==> config.mk <==
export PLATFORM = sky130hd
export DESIGN_NAME = requant_top
export DESIGN_NICKNAME = d
export VERILOG_FILES = /design/src/rtl/requant_pkg.sv /design/src/rtl/requant_ctrl.sv /design/src/rtl/requant_dp.sv /design/src/rtl/requant_top.sv
export SDC_FILE = /design/constraint.sdc
export NUM_CORES = 1
export LEC_CHECK = 0
export BUFFER_PORTS_ARGS = -buffer_cell sky130_fd_sc_hd__clkbuf_2
export CAP_MARGIN = 20
export CORE_MARGIN = 2
export CORE_UTILIZATION = 47
export CTS_CLUSTER_DIAMETER = 150
export DETAILED_ROUTE_END_ITERATION = 10
export GPL_TIMING_DRIVEN = 0
export PLACE_DENSITY = 0.73
export SETUP_SLACK_MARGIN = 0.5
export SLEW_MARGIN = 5
export SYNTH_ARGS = -nofsm -noshare
export SYNTH_HDL_FRONTEND = slang
export SYNTH_SLANG_ARGS = --single-unit
==> constraint.sdc <==
create_clock -name clk -period 2.1 [get_ports clk]
set_input_delay 0.21 -clock clk [delete_from_list [all_inputs] [get_ports clk]]
set_output_delay 0.21 -clock clk [all_outputs]
set_load 0.05 [all_outputs]
==> src/rtl/requant_pkg.sv <==
package requant_pkg;
  // Strobes passed from control to datapath
  typedef struct packed {
    logic load;   // accept the sample on the inputs this cycle
    logic armed;  // at least one edge seen since reset (history is valid)
  } reqStrobeT;
endpackage

==> src/rtl/requant_ctrl.sv <==
module requant_ctrl
  import requant_pkg::*;
(
  input  logic      clk,
  input  logic      rstN,
  input  logic      inValid,
  output reqStrobeT strobe,
  output logic      outValid
);
  logic armedQ;

  always_ff @(posedge clk or negedge rstN) begin
    if (!rstN) begin
      outValid <= 1'b0;
      armedQ   <= 1'b0;
    end else begin
      outValid <= inValid;
      armedQ   <= 1'b1;
    end
  end

  always_comb begin
    strobe.load  = inValid;
    strobe.armed = armedQ;
  end

  // output valid follows input valid by exactly one cycle
  assert_valid_latency_R8: assert property (@(posedge clk) disable iff (!rstN)
    armedQ |-> (outValid == $past(inValid)));
endmodule

==> src/rtl/requant_dp.sv <==
module requant_dp
  import requant_pkg::*;
#(
  parameter int NC = 4,
  parameter int NF = 4
) (
  input  logic             clk,
  input  logic             rstN,
  input  reqStrobeT        strobe,
  input  logic [NC-1:0]    inCoarse,
  input  logic [NF-1:0]    inFine,
  output logic [NC-1:0]    outCoarse,
  output logic [NF:0]      outFine
);
  localparam int N = NC + NF;
  localparam logic [NF-1:0] ErrMax = {NF{1'b1}};
  localparam int FineLim = (1 << NF) - 1;

  logic [N-1:0]  word;
  logic [N:0]    sum;
  logic [NC:0]   coarseRaw;
  logic [NF-1:0] sumLow;
  logic          sat;
  logic [NF-1:0] errQ, errNext;
  logic [NC-1:0] coarseNext;
  logic [NF:0]   fineNext;

  always_comb begin
    word      = {inCoarse, inFine};
    sum       = {1'b0, word} + {{(NC + 1){1'b0}}, errQ};
    coarseRaw = sum[N:NF];
    sumLow    = sum[NF-1:0];
    sat       = coarseRaw[NC];
    if (sat) begin
      coarseNext = {NC{1'b1}};
      errNext    = ErrMax;
      fineNext   = {1'b0, inFine};
    end else begin
      coarseNext = coarseRaw[NC-1:0];
      errNext    = sumLow;
      fineNext   = {1'b0, sumLow} - {1'b0, errQ};
    end
  end

  always_ff @(posedge clk or negedge rstN) begin
    if (!rstN) begin
      errQ      <= '0;
      outCoarse <= '0;
      outFine   <= '0;
    end else if (strobe.load) begin
      errQ      <= errNext;
      outCoarse <= coarseNext;
      outFine   <= fineNext;
    end
  end

  // fine code stays within its symmetric signed range
  assert_fine_range_R5: assert property (@(posedge clk) disable iff (!rstN)
    (int'($signed(outFine)) <= FineLim) && (int'($signed(outFine)) >= -FineLim));

  // registered codes rebuild the word that was presented
  assert_rebuild_R5: assert property (@(posedge clk) disable iff (!rstN)
    (strobe.armed && $past(strobe.load)) |->
      (int'(outCoarse) * (1 << NF) + int'($signed(outFine)) ==
       int'($past({inCoarse, inFine}))));

  // coarse output never drops below, nor exceeds by more than one, the input coarse
  assert_coarse_window_R3: assert property (@(posedge clk) disable iff (!rstN)
    (strobe.armed && $past(strobe.load)) |->
      ((int'(outCoarse) >= int'($past(inCoarse))) &&
       (int'(outCoarse) <= int'($past(inCoarse)) + 1)));

  // idle cycles leave the outputs untouched
  assert_hold_idle_R7: assert property (@(posedge clk) disable iff (!rstN)
    (strobe.armed && !$past(strobe.load)) |-> ($stable(outCoarse) && $stable(outFine)));
endmodule

==> src/rtl/requant_top.sv <==
module requant_top
  import requant_pkg::*;
#(
  parameter int NC = 4,
  parameter int NF = 4
) (
  input  logic          clk,
  input  logic          rstN,
  input  logic          inValid,
  input  logic [NC-1:0] inCoarse,
  input  logic [NF-1:0] inFine,
  output logic          outValid,
  output logic [NC-1:0] outCoarse,
  output logic [NF:0]   outFine
);
  reqStrobeT strobe;

  requant_ctrl i_ctrl (
    .clk      (clk),
    .rstN     (rstN),
    .inValid  (inValid),
    .strobe   (strobe),
    .outValid (outValid)
  );

  requant_dp #(.NC(NC), .NF(NF)) i_dp (
    .clk       (clk),
    .rstN      (rstN),
    .strobe    (strobe),
    .inCoarse  (inCoarse),
    .inFine    (inFine),
    .outCoarse (outCoarse),
    .outFine   (outFine)
  );
endmodule

* Word level (Yosys, flattened, before mapping)
Cells that the tools add are included.
** Cells by class
- Add/sub/neg operators :: 2
- Multiplexer cells :: 3
** Operators with widths (number)
- adder 8 x 4 -> 9 bit :: 1
- 2-to-1 mux 4 bit :: 2
- 2-to-1 mux 5 bit :: 1
- subtractor 4 x 4 -> 5 bit :: 1
** Word-level totals
- Word-level logic and storage cells :: 9
- Input port bits :: 11
- Output and inout port bits :: 10
- Flip-flop bits (word level) :: 14

* Longest topological paths before layout
Gate-level depths: netlist of the first run.
- Depth after elaboration :: 3
- Depth in mapped cells :: 8
- Gate-level depth less buffers :: 8

* Cells and area by module
From an unflattened synthesis of the first run, not the netlist that was laid out.
** Second synthesis, totals
- Cells, all modules :: 101
- Area total of the unflattened synthesis :: 972.2 sq um
** Modules (own cells, without submodules)
- requant_dp :: cells each 96, instances 1, area each 903.4 sq um, seq. area each 325.3 sq um
- requant_ctrl :: cells each 5, instances 1, area each 68.8 sq um, seq. area each 50.0 sq um

* Worst setup path before layout of the first run
OpenSTA, ideal clock, no wires.
- Kind :: register -> register
- Start point :: register i_dp.errQ[0]
- End point :: register i_dp.outFine[3]
- Arrival :: 2.017 ns
- Period minus slack after synthesis :: 2.142 ns
- Buffers on the path :: 0
- Required time :: 1.975 ns
- Setup time :: 0.125 ns
- Stages on the path, launching flop included :: 9
- Path slack :: -0.042 ns
- Cell sequence :: dfrtp_1 -> ha_1 -> fa_1 -> xor2_1 -> ha_1 -> a21oi_1 -> nand2_1 -> xnor2_1 -> o21ai_1
** On the way
- Longest elaborated chain between the ends :: 3
** RTL lines
- start: declaration :: RTL line requant_dp.sv:24 : logic [NF-1:0] errQ, errNext;
- start signal: assignment :: RTL line requant_dp.sv:51 : errQ <= errNext;
- adder 8 x 4 -> 9 bit :: RTL line requant_dp.sv:30 : sum = {1'b0, word} + {{(NC + 1){1'b0}}, errQ};
- subtractor 4 x 4 -> 5 bit :: RTL line requant_dp.sv:41 : fineNext = {1'b0, sumLow} - {1'b0, errQ};
- 2-to-1 mux 5 bit (*) :: RTL line requant_dp.sv:34 : if (sat) begin
- end signal: assignment :: RTL line requant_dp.sv:53 : outFine <= fineNext;
- end: declaration :: RTL line requant_dp.sv:13 : output logic [NF:0] outFine
Every way passes the cells marked *; elsewhere a longest branch is shown, timed or not.
A chain may end at the register's enable or synchronous reset.

* Worst setup path after layout of the first run
- Start point :: register i_dp.errQ[0]
- End point :: register i_dp.outCoarse[0]
** On the way
- Longest elaborated chain between the ends :: 2
** RTL lines
- adder 8 x 4 -> 9 bit :: RTL line requant_dp.sv:30
- 2-to-1 mux 4 bit :: RTL line requant_dp.sv:34
- end signal: assignment :: RTL line requant_dp.sv:52 : outCoarse <= coarseNext;
- end: declaration :: RTL line requant_dp.sv:12 : output logic [NC-1:0] outCoarse,
Every way passes these cells.

==> implementation parameters, run 1 <==
Parameter                              Value

Critical path
  Critical-path cell with the highest stage delay ... sky130_fd_sc_hd__fa_2
  Worst R2R Path Depth ... 8
  Required arrival time at the worst endpoint ... 2.25 ns
  Worst reg2reg path startpoint ... i_dp.errQ[0]$_DFFE_PN0P_
  Critical path, cell by cell ... ha_4, fa_2, buf_4, buf_6, a21o_1, a21oi_2, xor2_1, a31oi_2
  Cell type group with the largest total delay on the critical path ... adder cells
  Kind of start point of the critical path ... flip-flop
  Critical path arrival ... 2.19 ns
  Classification of the worst setup path ... flip-flop to flip-flop
  Worst setup endpoint ... i_dp.outCoarse[0]$_DFFE_PN0P_
  Number of logic stages on the critical path including buffering ... 8
  Worst R2R End ... i_dp.outCoarse[0]$_DFFE_PN0P_
  Critical-path maximum fanout ... 4
  Worst setup path startpoint ... i_dp.errQ[0]$_DFFE_PN0P_
  Internal reg-to-reg setup slack ... 0.06 ns
  Buffering stage count on the worst path with inverters included ... 2
  Worst stage delay on the critical path ... 0.44 ns
  CP Capture Type ... flip-flop

Outcome
  Result of the run ... finished, final reports clean

Timing
  Setup repair after global routing missed its margin ... true
  Post-layout min period ... 2.04 ns
  Final WS setup ... 0.0590 ns
  Clock skew after layout ... 0.00710 ns
  Slew margin rel. ... 65.6%
  Measured slew at the worst slew-check pin ... 0.513 ns
  Maximum achievable frequency ... 490 MHz
  Hold Violations, Final ... 0
  Pins over their slew limit ... 0
  Setup TNS ... 0 ns
  Final period util ... 97.2%
  Final Setup Violations ... 0

Floorplanning
  Effective utilization at floorplan ... 49.0%
  Rows ... 16
  Core area ... 0.00194 mm^2
  Horizontal die dimension ... 49.0 um
  Total die area ... 0.00240 mm^2
  Count of boundary I/O pins ... 21
  Die Y-Extent ... 49.0 um

Synth
  Netlist area before placement ... 952 um^2
  Synth area leaders ... sky130_fd_sc_hd__dfrtp_1 37%, sky130_fd_sc_hd__ha_1 9.2%, sky130_fd_sc_hd__fa_1 4.2%, sky130_fd_sc_hd__xor2_1 3.7%, sky130_fd_sc_hd__o21ai_0 3.2%
  Count of mapped cells out of synthesis ... 101
  Count of synthesis-stage warnings from yosys ... 0
  Library cell with the largest summed area after synthesis ... sky130_fd_sc_hd__dfrtp_1
  Primary FF master, synth ... sky130_fd_sc_hd__dfrtp_1
  Flip-flop and latch count after synthesis ... 14
  Sequential element share of the synthesized area ... 36.8%
  Net count after synthesis ... 121
  Post-synthesis cell type count ... 36
  Number of enable flip-flop cells after synthesis ... 0
  Share of flip-flops with an asynchronous set or reset ... 100%
  Area share of the largest cell type after synthesis ... 36.8%
  Post-synthesis average cell area ... 9.43 um^2

Power and ir drop
  P per Cell Area ... 1630 mW/mm^2
  Clock share of power ... 9.1%
  Register share of total power ... 20.5%
  Part of the total power dissipated in combinational logic ... 70.4%
  Leakage power figure ... 0.000618 uW
  Maximum ir drop on the vdd rail ... 0.999 mV
  Switching portion of total power ... 45.9%
  Net load switching power ... 998 uW
  P_int ... 1180 uW

Routing
  Via count normalized by instance count ... 5.36
  Routed len/inst ... 13.9 um
  Detailed-route wire length ... 2290 um
  First-iteration detailed-routing DRC count ... 14
  Total via count after detailed routing ... 884
  Antenna violation net count after detailed routing ... 0
  Remaining routing DRC violations ... 0
  First-pass iteration count of the detailed router ... 4

Clocking
  CTS max path bufs ... 2
  Skew-Pair Late Insertion Delay ... 0.28 ns
  CTS clock-pin slew for the worst setup and hold paths ... 0.10 ns
  Clock tree from TritonCTS ... yes
  Library cell used as clock root buffer ... sky130_fd_sc_hd__clkbuf_4
  Maximum level of the CTS H-tree ... 1
  Number of sinks handled by clock tree synthesis ... 14
  Number of buffers added by the clock tree synthesis step ... 3

Global route
  Number of global-route vias before repair ... 909
  Aggregate global-route resource usage ... 21.1%
  Largest net degree at the start of global routing ... 15
  First-pass GRT wire length ... 3930 um
  Remaining global-route overflow ... 0
  Number of antenna violations at the first check in global routing ... 0

Layout
  Count of inserted antenna diode cells ... 0
  Net count, final ... 159
  Share of post-route cells with drive strength above 1 ... 43.5%
  Area grow syn2layout ... 40.1%
  Filler instances ... 163
  Most frequent cells in the layout ... 20 x sky130_fd_sc_hd__clkbuf_2, 13 x sky130_fd_sc_hd__dfrtp_1, 11 x sky130_fd_sc_hd__buf_4
  Most common library cell in the layout ignoring fill and taps ... sky130_fd_sc_hd__clkbuf_2
  Area occupied by registers ... 352 um^2
  Total area of multi-input combinational cells ... 662 um^2

Worst hold path
  Depth of the worst hold-timing path ... 1
  Type of the worst min-delay path ... primary input to flip-flop

Place
  Post-detailed-placement half-perimeter wirelength ... 1600 um
  Post-Place Worst Slack ... -0.0781 ns
  Port Buffers ... 20
  Final weighted congestion in routability-driven placement ... 0.812

Job
  Number of max-capacitance violations reported ... 0
-- logic make-up after synthesis --
| logic type | synth area share (%) |
|---|---|
| AND/OR/NAND/NOR | 19.7 |
| AO/OA/AOI/OAI | 18.5 |
| flip-flops | 36.8 |
| buffers and inverters | 4.86 |
| adder cells (fa/ha/maj) | 13.4 |
| XOR/XNOR | 5.52 |
| multiplexers | 1.18 |
-- area by class of cell --
type / instances / area share [%]
multi-input combinational: 77 / 49.6
sequential: 14 / 26.4
timing repair buffer: 33 / 15.3
clock buffer: 4 / 2.72
tap: 27 / 2.53
buffer: 4 / 1.78
inverter: 6 / 1.69
-- metal layers --
layer / vias to the layer above / part of all wire, % / routed length (um) / track usage (%)
met5: - / 0 / 0 / 0
met4: 0 / 2.3 / 52 / 10.0
met3: 6 / 3.5 / 80 / 3.68
met2: 20 / 51 / 1160 / 38.4
met1: 426 / 44 / 995 / 23.9
li1: 432 / - / - / -
-- registers in the layout, summed over array words and instances, names as in the netlist --
register / flops
i_dp.errQ: 4
i_ctrl.outValid: 1
i_dp.outCoarse: 4
i_dp.outFine: 5
-- cells in the mapped netlist (all sizes together) (2+ instances only) --
library cell / instances
a31oi: 4
o21ai: 8
xor2: 4
nor2: 8
nand2: 7
nor3: 3
fa: 2
nand2b: 3
dfrtp: 14
a211oi: 2
a21oi: 5
or3: 2
buf: 2
ha: 7
nand3: 5
nor2b: 2
o21bai: 2
inv: 6
clkbuf: 2
xnor2: 2
-- stage by stage --
stage	total power (uW)	utilization (%)	area (um^2)	hold slack, ns	instances
after detailed placement	1600	56.7	1100	0.140	148
after global placement	1560	56.7	1100	0.136	148
after CTS	2050	65.3	1270	0.0667	161
after global routing	2330	68.7	1330	0.0578	165
after floorplan	1370	-	967	-0.0856	101
final	2180	68.7	1330	0.0627	165
-- power groups by stage --
stage	logic (uW)	clock network [uW]	registers, uW
after floorplan	686	0	686
after global routing	1660	216	463
after CTS	1400	201	448
after global placement	1110	0	445
after detailed placement	1150	0	456
final	1530	198	447
-- worst register-to-register path, stage by stage, from the launching register on --
cell and delay (ns):
sky130_fd_sc_hd__dfrtp_1 0.41, sky130_fd_sc_hd__ha_4 0.18, sky130_fd_sc_hd__fa_2 0.44, sky130_fd_sc_hd__buf_4 0.17, sky130_fd_sc_hd__buf_6 0.11, sky130_fd_sc_hd__a21o_1 0.16, sky130_fd_sc_hd__a21oi_2 0.14, sky130_fd_sc_hd__xor2_1 0.19
sky130_fd_sc_hd__a31oi_2 0.10
-- timing repair --
| action | 4_1_cts | 5_1_grt |
|---|---|---|
| pin swaps | 14 | 6 |
| hold buffers | 1 | 0 |
| buffers inserted | 8 | 4 |
| endpoints found under the hold margin | 14 | 0 |
| gates resized for setup | 14 | 8 |
| endpoints found under the setup margin | 13 | 13 |
-- worst min path at each step --
stage | startpoint | to | slack, ns
2_1_floorplan | rstN | i_ctrl.outValid$_DFF_PN0_ | -0.09
3_3_place_gp | rstN | i_dp.outFine[1]$_DFFE_PN0P_ | 0.14
3_5_place_dp | rstN | i_dp.outFine[2]$_DFFE_PN0P_ | 0.14
4_1_cts | inValid | i_ctrl.outValid$_DFF_PN0_ | 0.07
5_1_grt | inValid | i_ctrl.outValid$_DFF_PN0_ | 0.06
6_report | inValid | i_ctrl.outValid$_DFF_PN0_ | 0.06
Note: power is estimated with default switching activity, not from simulation.
==> inputs of run 2 (changes only) <==
--- a/config.mk
+++ b/config.mk
@@ -14,5 +14,5 @@
 export GPL_TIMING_DRIVEN = 0
 export PLACE_DENSITY = 0.73
-export SETUP_SLACK_MARGIN = 0.5
+export SETUP_SLACK_MARGIN = 0.1
 export SLEW_MARGIN = 5
 export SYNTH_ARGS = -nofsm -noshare
==> constraint.sdc (replaced) <==
create_clock -name clk -period 2.1 [get_ports clk]
set_input_delay 0.42 -clock clk [delete_from_list [all_inputs] [get_ports clk]]
set_output_delay 0.42 -clock clk [all_outputs]
set_load 0.05 [all_outputs]
==> implementation parameters, run 2 (synthesis results as in run 1) <==
Parameter                              Value

Power and ir drop
  Post-layout total power ... 2000 uW (was 2180 uW)
  Leakage power figure ... 0.000574 uW (was 0.000618 uW)
  Clock share of power ... 7.6% (was 9.1%)
  Register share of total power ... 22.3% (was 20.5%)
  Maximum ir drop on the vdd rail ... 0.832 mV (was 0.999 mV)
  Net load switching power ... 934 uW (was 998 uW)
  Part of the total power dissipated in combinational logic ... 70.1% (was 70.4%)
  P_int ... 1070 uW (was 1180 uW)
  Switching portion of total power ... 46.6% (was 45.9%)
  P per Cell Area ... 1620 mW/mm^2 (was 1630 mW/mm^2)

Clocking
  CTS clock-pin slew for the worst setup and hold paths ... 0.08 ns (was 0.10 ns)
  Clock tree from TritonCTS ... yes (unchanged)
  Skew-Pair Late Insertion Delay ... 0.28 ns (about the same)
  Maximum level of the CTS H-tree ... 1 (unchanged)
  CTS max path bufs ... 2 (unchanged)
  Number of sinks handled by clock tree synthesis ... 14 (unchanged)
  Library cell used as clock root buffer ... sky130_fd_sc_hd__clkbuf_4 (unchanged)
  Number of buffers added by the clock tree synthesis step ... 3 (unchanged)
  # hold bufs at CTS ... 0 (was 1)

Outcome
  Result of the run ... finished, final reports clean (unchanged)

Layout
  Most frequent cells in the layout ... 20 x sky130_fd_sc_hd__clkbuf_2, 13 x sky130_fd_sc_hd__dfrtp_1, 8 x sky130_fd_sc_hd__nor2_1 (was 20 x sky130_fd_sc_hd__clkbuf_2, 13 x sky130_fd_sc_hd__dfrtp_1, 11 x sky130_fd_sc_hd__buf_4)
  Most common library cell in the layout ignoring fill and taps ... sky130_fd_sc_hd__clkbuf_2 (unchanged)
  Post-route non-filler standard cell count ... 158 (was 165)
  Count of inserted antenna diode cells ... 0 (unchanged)
  Share of post-route cells with drive strength above 1 ... 35.1% (was 43.5%)
  Area occupied by registers ... 352 um^2 (unchanged)
  Filler instances ... 175 (was 163)
  Net count, final ... 153 (was 159)
  Total area of multi-input combinational cells ... 624 um^2 (was 662 um^2)
  Design area ... 0.00123 mm^2 (was 0.00133 mm^2)
  Number of flip-flops under the largest register name ... 5 (unchanged)
  Reg with most FFs ... i_dp.outFine (unchanged)
  Area grow syn2layout ... 29.7% (was 40.1%)
  Registers with the most flip-flops ... i_dp.outFine: 5 flops, i_dp.errQ: 4 flops, i_dp.outCoarse: 4 flops (unchanged)

Timing
  Measured slew at the worst slew-check pin ... 0.514 ns (was 0.513 ns)
  Clock skew after layout ... 0.00590 ns (was 0.00710 ns)
  Hold Violations, Final ... 0 (unchanged)
  Setup repair after global routing missed its margin ... true (unchanged)
  Post-layout min period ... 2.02 ns (was 2.04 ns)
  Slew margin rel. ... 65.6% (about the same)
  Final WS setup ... 0.0818 ns (was 0.0590 ns)
  Final period util ... 96.1% (was 97.2%)
  Final Setup Violations ... 0 (unchanged)
  Setup TNS ... 0 ns (unchanged)
  Pins over their slew limit ... 0 (unchanged)
  Maximum achievable frequency ... 495 MHz (was 490 MHz)

Place
  Dpl cells ... 148 (unchanged)
  Post-placement cell area ... 0.00110 mm^2 (unchanged)
  Post-detailed-placement half-perimeter wirelength ... 1440 um (was 1600 um)
  Post-Place Worst Slack ... -0.189 ns (was -0.0781 ns)
  Port Buffers ... 20 (unchanged)
  Final weighted congestion in routability-driven placement ... 0.757 (was 0.812)

Floorplanning
  Count of boundary I/O pins ... 21 (unchanged)
  Total die area ... 0.00240 mm^2 (unchanged)
  Die Y-Extent ... 49.0 um (unchanged)
  Core area ... 0.00194 mm^2 (unchanged)
  Rows ... 16 (unchanged)
  Effective utilization at floorplan ... 49.0% (unchanged)
  Horizontal die dimension ... 49.0 um (unchanged)

Critical path
  Worst R2R Path Depth ... 8 (unchanged)
  Critical path arrival ... 2.23 ns (was 2.19 ns)
  Cell seen most often among critical-path stages ... sky130_fd_sc_hd__ha_4
  Critical-path cell with the highest stage delay ... sky130_fd_sc_hd__dfrtp_1 (was sky130_fd_sc_hd__fa_2)
  Critical path, cell by cell ... ha_4, fa_2, xor2_2, ha_4, a21oi_1, nand2_1, xnor2_2, o21ai_1 (was ha_4, fa_2, buf_4, buf_6, a21o_1, a21oi_2, xor2_1, a31oi_2)
  Worst reg2reg path startpoint ... i_dp.errQ[0]$_DFFE_PN0P_ (unchanged)
  Worst stage delay on the critical path ... 0.41 ns (was 0.44 ns)
  Classification of the worst setup path ... flip-flop to flip-flop (unchanged)
  Internal reg-to-reg setup slack ... 0.08 ns (was 0.06 ns)
  Kind of start point of the critical path ... flip-flop (unchanged)
  Required arrival time at the worst endpoint ... 2.31 ns (was 2.25 ns)
  Worst R2R End ... i_dp.outFine[3]$_DFFE_PN0P_ (was i_dp.outCoarse[0]$_DFFE_PN0P_)
  CP Capture Type ... flip-flop (unchanged)
  Critical-path maximum fanout ... 4 (unchanged)

Global route
  Aggregate global-route resource usage ... 17.8% (was 21.1%)
  Number of antenna violations at the first check in global routing ... 0 (unchanged)
  Largest net degree at the start of global routing ... 15 (unchanged)
  Number of global-route vias before repair ... 740 (was 909)
  Remaining global-route overflow ... 0 (unchanged)
  First-pass GRT wire length ... 3270 um (was 3930 um)

Job
  Number of max-capacitance violations reported ... 0 (unchanged)

Routing
  Detailed-route wire length ... 2000 um (was 2290 um)
  First-iteration detailed-routing DRC count ... 15 (was 14)
  Remaining routing DRC violations ... 0 (unchanged)
  Via count normalized by instance count ... 5.22 (was 5.36)
  First-pass iteration count of the detailed router ... 4 (unchanged)
  Antenna violation net count after detailed routing ... 0 (unchanged)
  Routed len/inst ... 12.6 um (was 13.9 um)
  Total via count after detailed routing ... 825 (was 884)

Worst hold path
  Type of the worst min-delay path ... primary input to asynchronous set/reset pin (was primary input to flip-flop)
## run 2: cell count changes in the layout (fill, tap and decap cells not counted), moves of 2 or more
cell / previous run / this run
sky130_fd_sc_hd__buf_4: 11 / 6
sky130_fd_sc_hd__o21ai_0: 1 / 4
sky130_fd_sc_hd__o21ai_1: 7 / 4
sky130_fd_sc_hd__a21oi_1: 3 / 5
sky130_fd_sc_hd__a21oi_2: 2 / 0
sky130_fd_sc_hd__nand3_1: 3 / 5
sky130_fd_sc_hd__nand3_2: 2 / 0
## run 2: worst max-delay path, delay by kind of cell (launching register included)
family / cells / cell delay, ns
adders and majority gates: 3 / 0.84
and+or+nand+nor: 1 / 0.10
xor gates and xnor gates: 2 / 0.36
DFF: 1 / 0.41
AOI/OAI and AO/OA: 2 / 0.23
## run 2: worst max-delay path by stage
stage	depth (start not counted)	startpoint	slack, ns	endpoint
floorplan	8	i_dp.errQ[0]$_DFFE_PN0P_	0.06	i_dp.outFine[3]$_DFFE_PN0P_
finish	8	i_dp.errQ[0]$_DFFE_PN0P_	0.08	i_dp.outFine[3]$_DFFE_PN0P_
global placement	9	inFine[0]	-0.17	i_dp.outFine[3]$_DFFE_PN0P_
detailed placement	9	inFine[0]	-0.19	i_dp.outFine[3]$_DFFE_PN0P_
CTS	8	i_dp.errQ[0]$_DFFE_PN0P_	0.03	i_dp.outFine[3]$_DFFE_PN0P_
global route	8	i_dp.errQ[0]$_DFFE_PN0P_	-0.05	i_dp.outFine[3]$_DFFE_PN0P_
## run 2: what timing repair did
action                     in CTS  in global routing
buffers inserted                3                  4
resized for setup               0                 11
pin swaps                       2                  6
setup endpoints to repair      11                 10
## run 2: routing by layer
metal  share of wire, %  track usage [%]  vias up
li1                   -                -      415
met1                 45             23.6      384
met2                 49             29.5       22
met3                4.7             2.15        4
met4                1.3             7.14        0
met5                  0                0        -
## run 2: area by class of cell
class,count,area share (%)
timing repair buffer,27,12.7
sequential,14,28.5
buffer,4,1.93
multi-input combinational,77,50.6
clock buffer,3,1.82
tap,27,2.74
inverter,6,1.82
## run 2: metrics by stage
| step | util (%) | hold WS, ns |
|---|---|---|
| global route | 63.6 | 0.0626 |
| floorplan | - | 0.124 |
| global placement | 56.7 | 0.349 |
| detailed placement | 56.7 | 0.349 |
| CTS | 59.0 | 0.0461 |
| finish | 63.6 | 0.0362 |
## run 2: power groups by stage
stage               clock (uW)  combinational (uW)  sequential [uW]
global placement             0                1110              445
global route               166                1550              462
detailed placement           0                1130              452
floorplan                    0                 682              685
CTS                        155                1160              445
finish                     153                1400              447
==> inputs of run 3 (changes only) <==
- ABC_AREA: unset -> 1
- PLACE_DENSITY: 0.73 -> 0.74
==> implementation parameters, run 3 <==
Parameter                              Value

Outcome
  Result of the run ... finished, final reports clean (unchanged)

Critical path
  Classification of the worst setup path ... flip-flop to flip-flop (unchanged)
  Critical-path maximum fanout ... 2 (was 4)
  Kind of start point of the critical path ... flip-flop (unchanged)
  Critical path arrival ... 2.19 ns (was 2.23 ns)
  Required arrival time at the worst endpoint ... 2.27 ns (was 2.31 ns)
  Worst stage delay on the critical path ... 0.55 ns (was 0.41 ns)
  Critical-path cell with the highest stage delay ... sky130_fd_sc_hd__fa_2 (was sky130_fd_sc_hd__dfrtp_1)
  CP Capture Type ... flip-flop (unchanged)
  Critical path, cell by cell ... ha_4, fa_2, inv_2, fa_1, a21oi_1, o21ai_1, nand2_1 (was ha_4, fa_2, xor2_2, ha_4, a21oi_1, nand2_1, xnor2_2, o21ai_1)
  Internal reg-to-reg setup slack ... 0.08 ns (about the same)

Routing
  First-pass iteration count of the detailed router ... 4 (unchanged)
  First-iteration detailed-routing DRC count ... 12 (was 15)
  Antenna violation net count after detailed routing ... 0 (unchanged)
  Remaining routing DRC violations ... 0 (unchanged)
  Via count normalized by instance count ... 5.05 (was 5.22)
  Total via count after detailed routing ... 864 (was 825)
  Detailed-route wire length ... 2080 um (was 2000 um)
  Routed len/inst ... 12.2 um (was 12.6 um)

Global route
  Grt met1 use ... 26.4% (was 23.6%)
  Aggregate global-route resource usage ... 20.0% (was 17.8%)
  Largest net degree at the start of global routing ... 15 (unchanged)
  Highest-utilization routing layer at the global route stage ... met2 (unchanged)
  Remaining global-route overflow ... 0 (unchanged)
  First-pass GRT wire length ... 3650 um (was 3270 um)
  Number of global-route vias before repair ... 845 (was 740)
  Number of antenna violations at the first check in global routing ... 0 (unchanged)
  GR Util met2 ... 33.3% (was 29.5%)
  Global Route met3 Usage ... 2.16% (was 2.15%)

Synth
  Most used standard cells in the synthesized netlist ... 32 x sky130_fd_sc_hd__nand2_1, 14 x sky130_fd_sc_hd__dfrtp_1, 11 x sky130_fd_sc_hd__inv_1 (was 14 x sky130_fd_sc_hd__dfrtp_1, 8 x sky130_fd_sc_hd__nor2_1, 7 x sky130_fd_sc_hd__ha_1)
  Net count after synthesis ... 136 (was 121)
  Area share of the largest cell type after synthesis ... 37.2% (was 36.8%)
  Count of mapped cells out of synthesis ... 116 (was 101)
  XOR/XNOR share of the synthesized area ... 3.72% (was 5.52%)
  Area fraction in and, or, nand and nor cells after synthesis ... 28.7% (was 19.7%)
  Number of enable flip-flop cells after synthesis ... 0 (unchanged)
  Sequential element share of the synthesized area ... 37.2% (was 36.8%)
  Synthesized-area fraction occupied by adder cells ... 13.6% (was 13.4%)
  Library cell with the largest summed area after synthesis ... sky130_fd_sc_hd__dfrtp_1 (unchanged)
  Netlist area before placement ... 941 um^2 (was 952 um^2)
  Flip-flop and latch count after synthesis ... 14 (unchanged)
  Synth area leaders ... sky130_fd_sc_hd__dfrtp_1 37%, sky130_fd_sc_hd__nand2_1 13%, sky130_fd_sc_hd__ha_1 9.3%, sky130_fd_sc_hd__nand3_1 4.8%, sky130_fd_sc_hd__inv_1 4.4% (was sky130_fd_sc_hd__dfrtp_1 37%, sky130_fd_sc_hd__ha_1 9.2%, sky130_fd_sc_hd__fa_1 4.2%, sky130_fd_sc_hd__xor2_1 3.7%, sky130_fd_sc_hd__o21ai_0 3.2%)
  Post-synthesis average cell area ... 8.11 um^2 (was 9.43 um^2)
  Post-synthesis cell type count ... 26 (was 36)
  Multiplexer share of the synthesized area ... 0% (was 1.18%)
  Primary FF master, synth ... sky130_fd_sc_hd__dfrtp_1 (unchanged)
  Compound-Gate Fraction of Synth Area ... 11.2% (was 18.5%)
  Share of flip-flops with an asynchronous set or reset ... 100% (unchanged)
  Count of synthesis-stage warnings from yosys ... 0 (unchanged)
  Largest family of logic cells by synthesized area ... simple AND/OR/NAND/NOR gates (unchanged)
  Leading cell type by number of instances after synthesis ... sky130_fd_sc_hd__nand2_1 (was sky130_fd_sc_hd__dfrtp_1)

Floorplanning
  Horizontal die dimension ... 48.7 um (was 49.0 um)
  Core area ... 0.00192 mm^2 (was 0.00194 mm^2)
  Effective utilization at floorplan ... 49.0% (about the same)
  Die Y-Extent ... 48.7 um (was 49.0 um)
  Rows ... 16 (unchanged)
  Total die area ... 0.00238 mm^2 (was 0.00240 mm^2)
  Count of boundary I/O pins ... 21 (unchanged)

Timing
  Clock skew after layout ... 0.000419 ns (was 0.00590 ns)
  Setup repair after global routing missed its margin ... true (unchanged)
  Slew margin rel. ... 76.6% (was 65.6%)
  Final WS setup ... 0.0829 ns (was 0.0818 ns)
  Final Setup Violations ... 0 (unchanged)
  Pins over their slew limit ... 0 (unchanged)
  Hold Violations, Final ... 0 (unchanged)
  Final period util ... 96.1% (about the same)
  Measured slew at the worst slew-check pin ... 0.352 ns (was 0.514 ns)
  Post-layout min period ... 2.02 ns (about the same)
  Maximum achievable frequency ... 496 MHz (was 495 MHz)

Layout
  Reg with most FFs ... i_dp.outFine (unchanged)
  Filler instances ... 158 (was 175)
  Count of inserted antenna diode cells ... 0 (unchanged)
  Share of post-route cells with drive strength above 1 ... 31.9% (was 35.1%)
  Net count, final ... 165 (was 153)
  Most frequent cells in the layout ... 31 x sky130_fd_sc_hd__nand2_1, 20 x sky130_fd_sc_hd__clkbuf_2, 14 x sky130_fd_sc_hd__dfrtp_1 (was 20 x sky130_fd_sc_hd__clkbuf_2, 13 x sky130_fd_sc_hd__dfrtp_1, 8 x sky130_fd_sc_hd__nor2_1)
  Most common library cell in the layout ignoring fill and taps ... sky130_fd_sc_hd__nand2_1 (was sky130_fd_sc_hd__clkbuf_2)
  Number of flip-flops under the largest register name ... 5 (unchanged)
  Area grow syn2layout ... 28.7% (was 29.7%)
  Registers with the most flip-flops ... i_dp.outFine: 5 flops, i_dp.errQ: 4 flops, i_dp.outCoarse: 4 flops (unchanged)

Place
  Final weighted congestion in routability-driven placement ... 0.845 (was 0.757)
  Post-Place Worst Slack ... -0.180 ns (was -0.189 ns)
  Port Buffers ... 20 (unchanged)
  Post-detailed-placement half-perimeter wirelength ... 1540 um (was 1440 um)

Clocking
  Clock tree from TritonCTS ... yes (unchanged)
  Maximum level of the CTS H-tree ... 1 (unchanged)
  Skew-Pair Late Insertion Delay ... 0.28 ns (about the same)
  Number of buffers added by the clock tree synthesis step ... 3 (unchanged)
  Number of sinks handled by clock tree synthesis ... 14 (unchanged)
  # hold bufs at CTS ... 0 (unchanged)
  CTS max path bufs ... 2 (unchanged)
  CTS clock-pin slew for the worst setup and hold paths ... 0.08 ns (about the same)
  Library cell used as clock root buffer ... sky130_fd_sc_hd__clkbuf_4 (unchanged)

Power and ir drop
  Leakage power figure ... 0.000625 uW (was 0.000574 uW)
  P per Cell Area ... 1620 mW/mm^2 (about the same)
  Post-layout total power ... 1960 uW (was 2000 uW)
  Maximum ir drop on the vdd rail ... 1.06 mV (was 0.832 mV)

Worst hold path
  Type of the worst min-delay path ... primary input to asynchronous set/reset pin (unchanged)

Job
  Number of max-capacitance violations reported ... 0 (unchanged)
run 3: cell count changes in the layout (fill, tap and decap cells not counted), sizes merged, moves of 3 or more:
cell | previous run | this run
buf | 9 | 4
inv | 6 | 11
nand3 | 5 | 10
nand2b | 3 | 0
nand2 | 7 | 35
a31oi | 4 | 1
o21ai | 8 | 4
a21oi | 5 | 8
nor3 | 3 | 0
run 3: where the power goes:
group	total (uW)	leakage (uW)	internal, uW	switching (uW)
combinational	1320	0.000443	529	792
clock	196	0.0000210	106	90.6
sequential	445	0.000161	375	70.1
total	1960	0.000625	1010	953
run 3: per-stage QoR:
stage / hold slack (ns) / area [um^2] / cells / utilization, % / setup TNS [ns]
2_1_floorplan: 0.124 / 960 / 116 / - / 0
3_3_place_gp: 0.343 / 1090 / 163 / 56.9 / -0.337
3_5_place_dp: 0.343 / 1090 / 163 / 56.9 / -0.486
4_1_cts: 0.0317 / 1180 / 169 / 61.3 / 0
5_1_grt: 0.0326 / 1210 / 171 / 63.0 / 0
6_report: 0.0211 / 1210 / 171 / 63.0 / 0
run 3: cell type report:
type | count | area [um^2] | area share [%]
well taps | 27 | 33.8 | 2.79
inverters | 12 | 45.0 | 3.72
plain buffers | 1 | 7.51 | 0.620
flip-flops and latches | 14 | 350 | 28.9
clock buffers | 4 | 36.3 | 3.00
multi-input cells | 89 | 608 | 50.2
repair buffers | 24 | 130 | 10.7
run 3: kinds of logic after synthesis:
| kind of cell | after synthesis |
|---|---|
| DFF | 14 |
| AOI/OAI and AO/OA | 18 |
| adders and majority gates | 9 |
| xor gates and xnor gates | 4 |
| and+or+nand+nor | 58 |
| buffers and inverters | 13 |
run 3: worst max-delay path, delay by kind of cell (launching register included):
kind,cells,cell delay [ns]
AND/OR/NAND/NOR,1,0.08
buffers and inverters,1,0.05
flip-flops,1,0.42
AO/OA/AOI/OAI,2,0.15
adder cells (fa/ha/maj),3,1.21
run 3: path summary, 6_finish.rpt:
check / start / to / depth (start not counted)
max in group asynchronous: rstN / i_dp.errQ[1]$_DFFE_PN0P_ / 1
max: i_dp.errQ[0]$_DFFE_PN0P_ / i_dp.outFine[1]$_DFFE_PN0P_ / 7
min in group clk: inValid / i_ctrl.outValid$_DFF_PN0_ / 1
min reg2reg: i_dp.outFine[2]$_DFFE_PN0P_ / i_dp.outFine[2]$_DFFE_PN0P_ / 2
min: rstN / i_dp.outFine[3]$_DFFE_PN0P_ / 1
max reg2reg: i_dp.errQ[0]$_DFFE_PN0P_ / i_dp.outFine[1]$_DFFE_PN0P_ / 7
run 3: per-layer routing:
| metal | share of wire, % | vias up |
|---|---|---|
| met4 | 2.0 | 0 |
| met5 | 0 | - |
| met2 | 48 | 22 |
| li1 | - | 436 |
| met1 | 46 | 401 |
| met3 | 3.3 | 5 |
run 3: timing repair:
action,CTS,global route
setup endpoints to repair,5,5
pin swaps,4,3
gates resized for setup,4,3
hold endpoints to repair,0,0
setup buffers,2,2
cloned,0,0
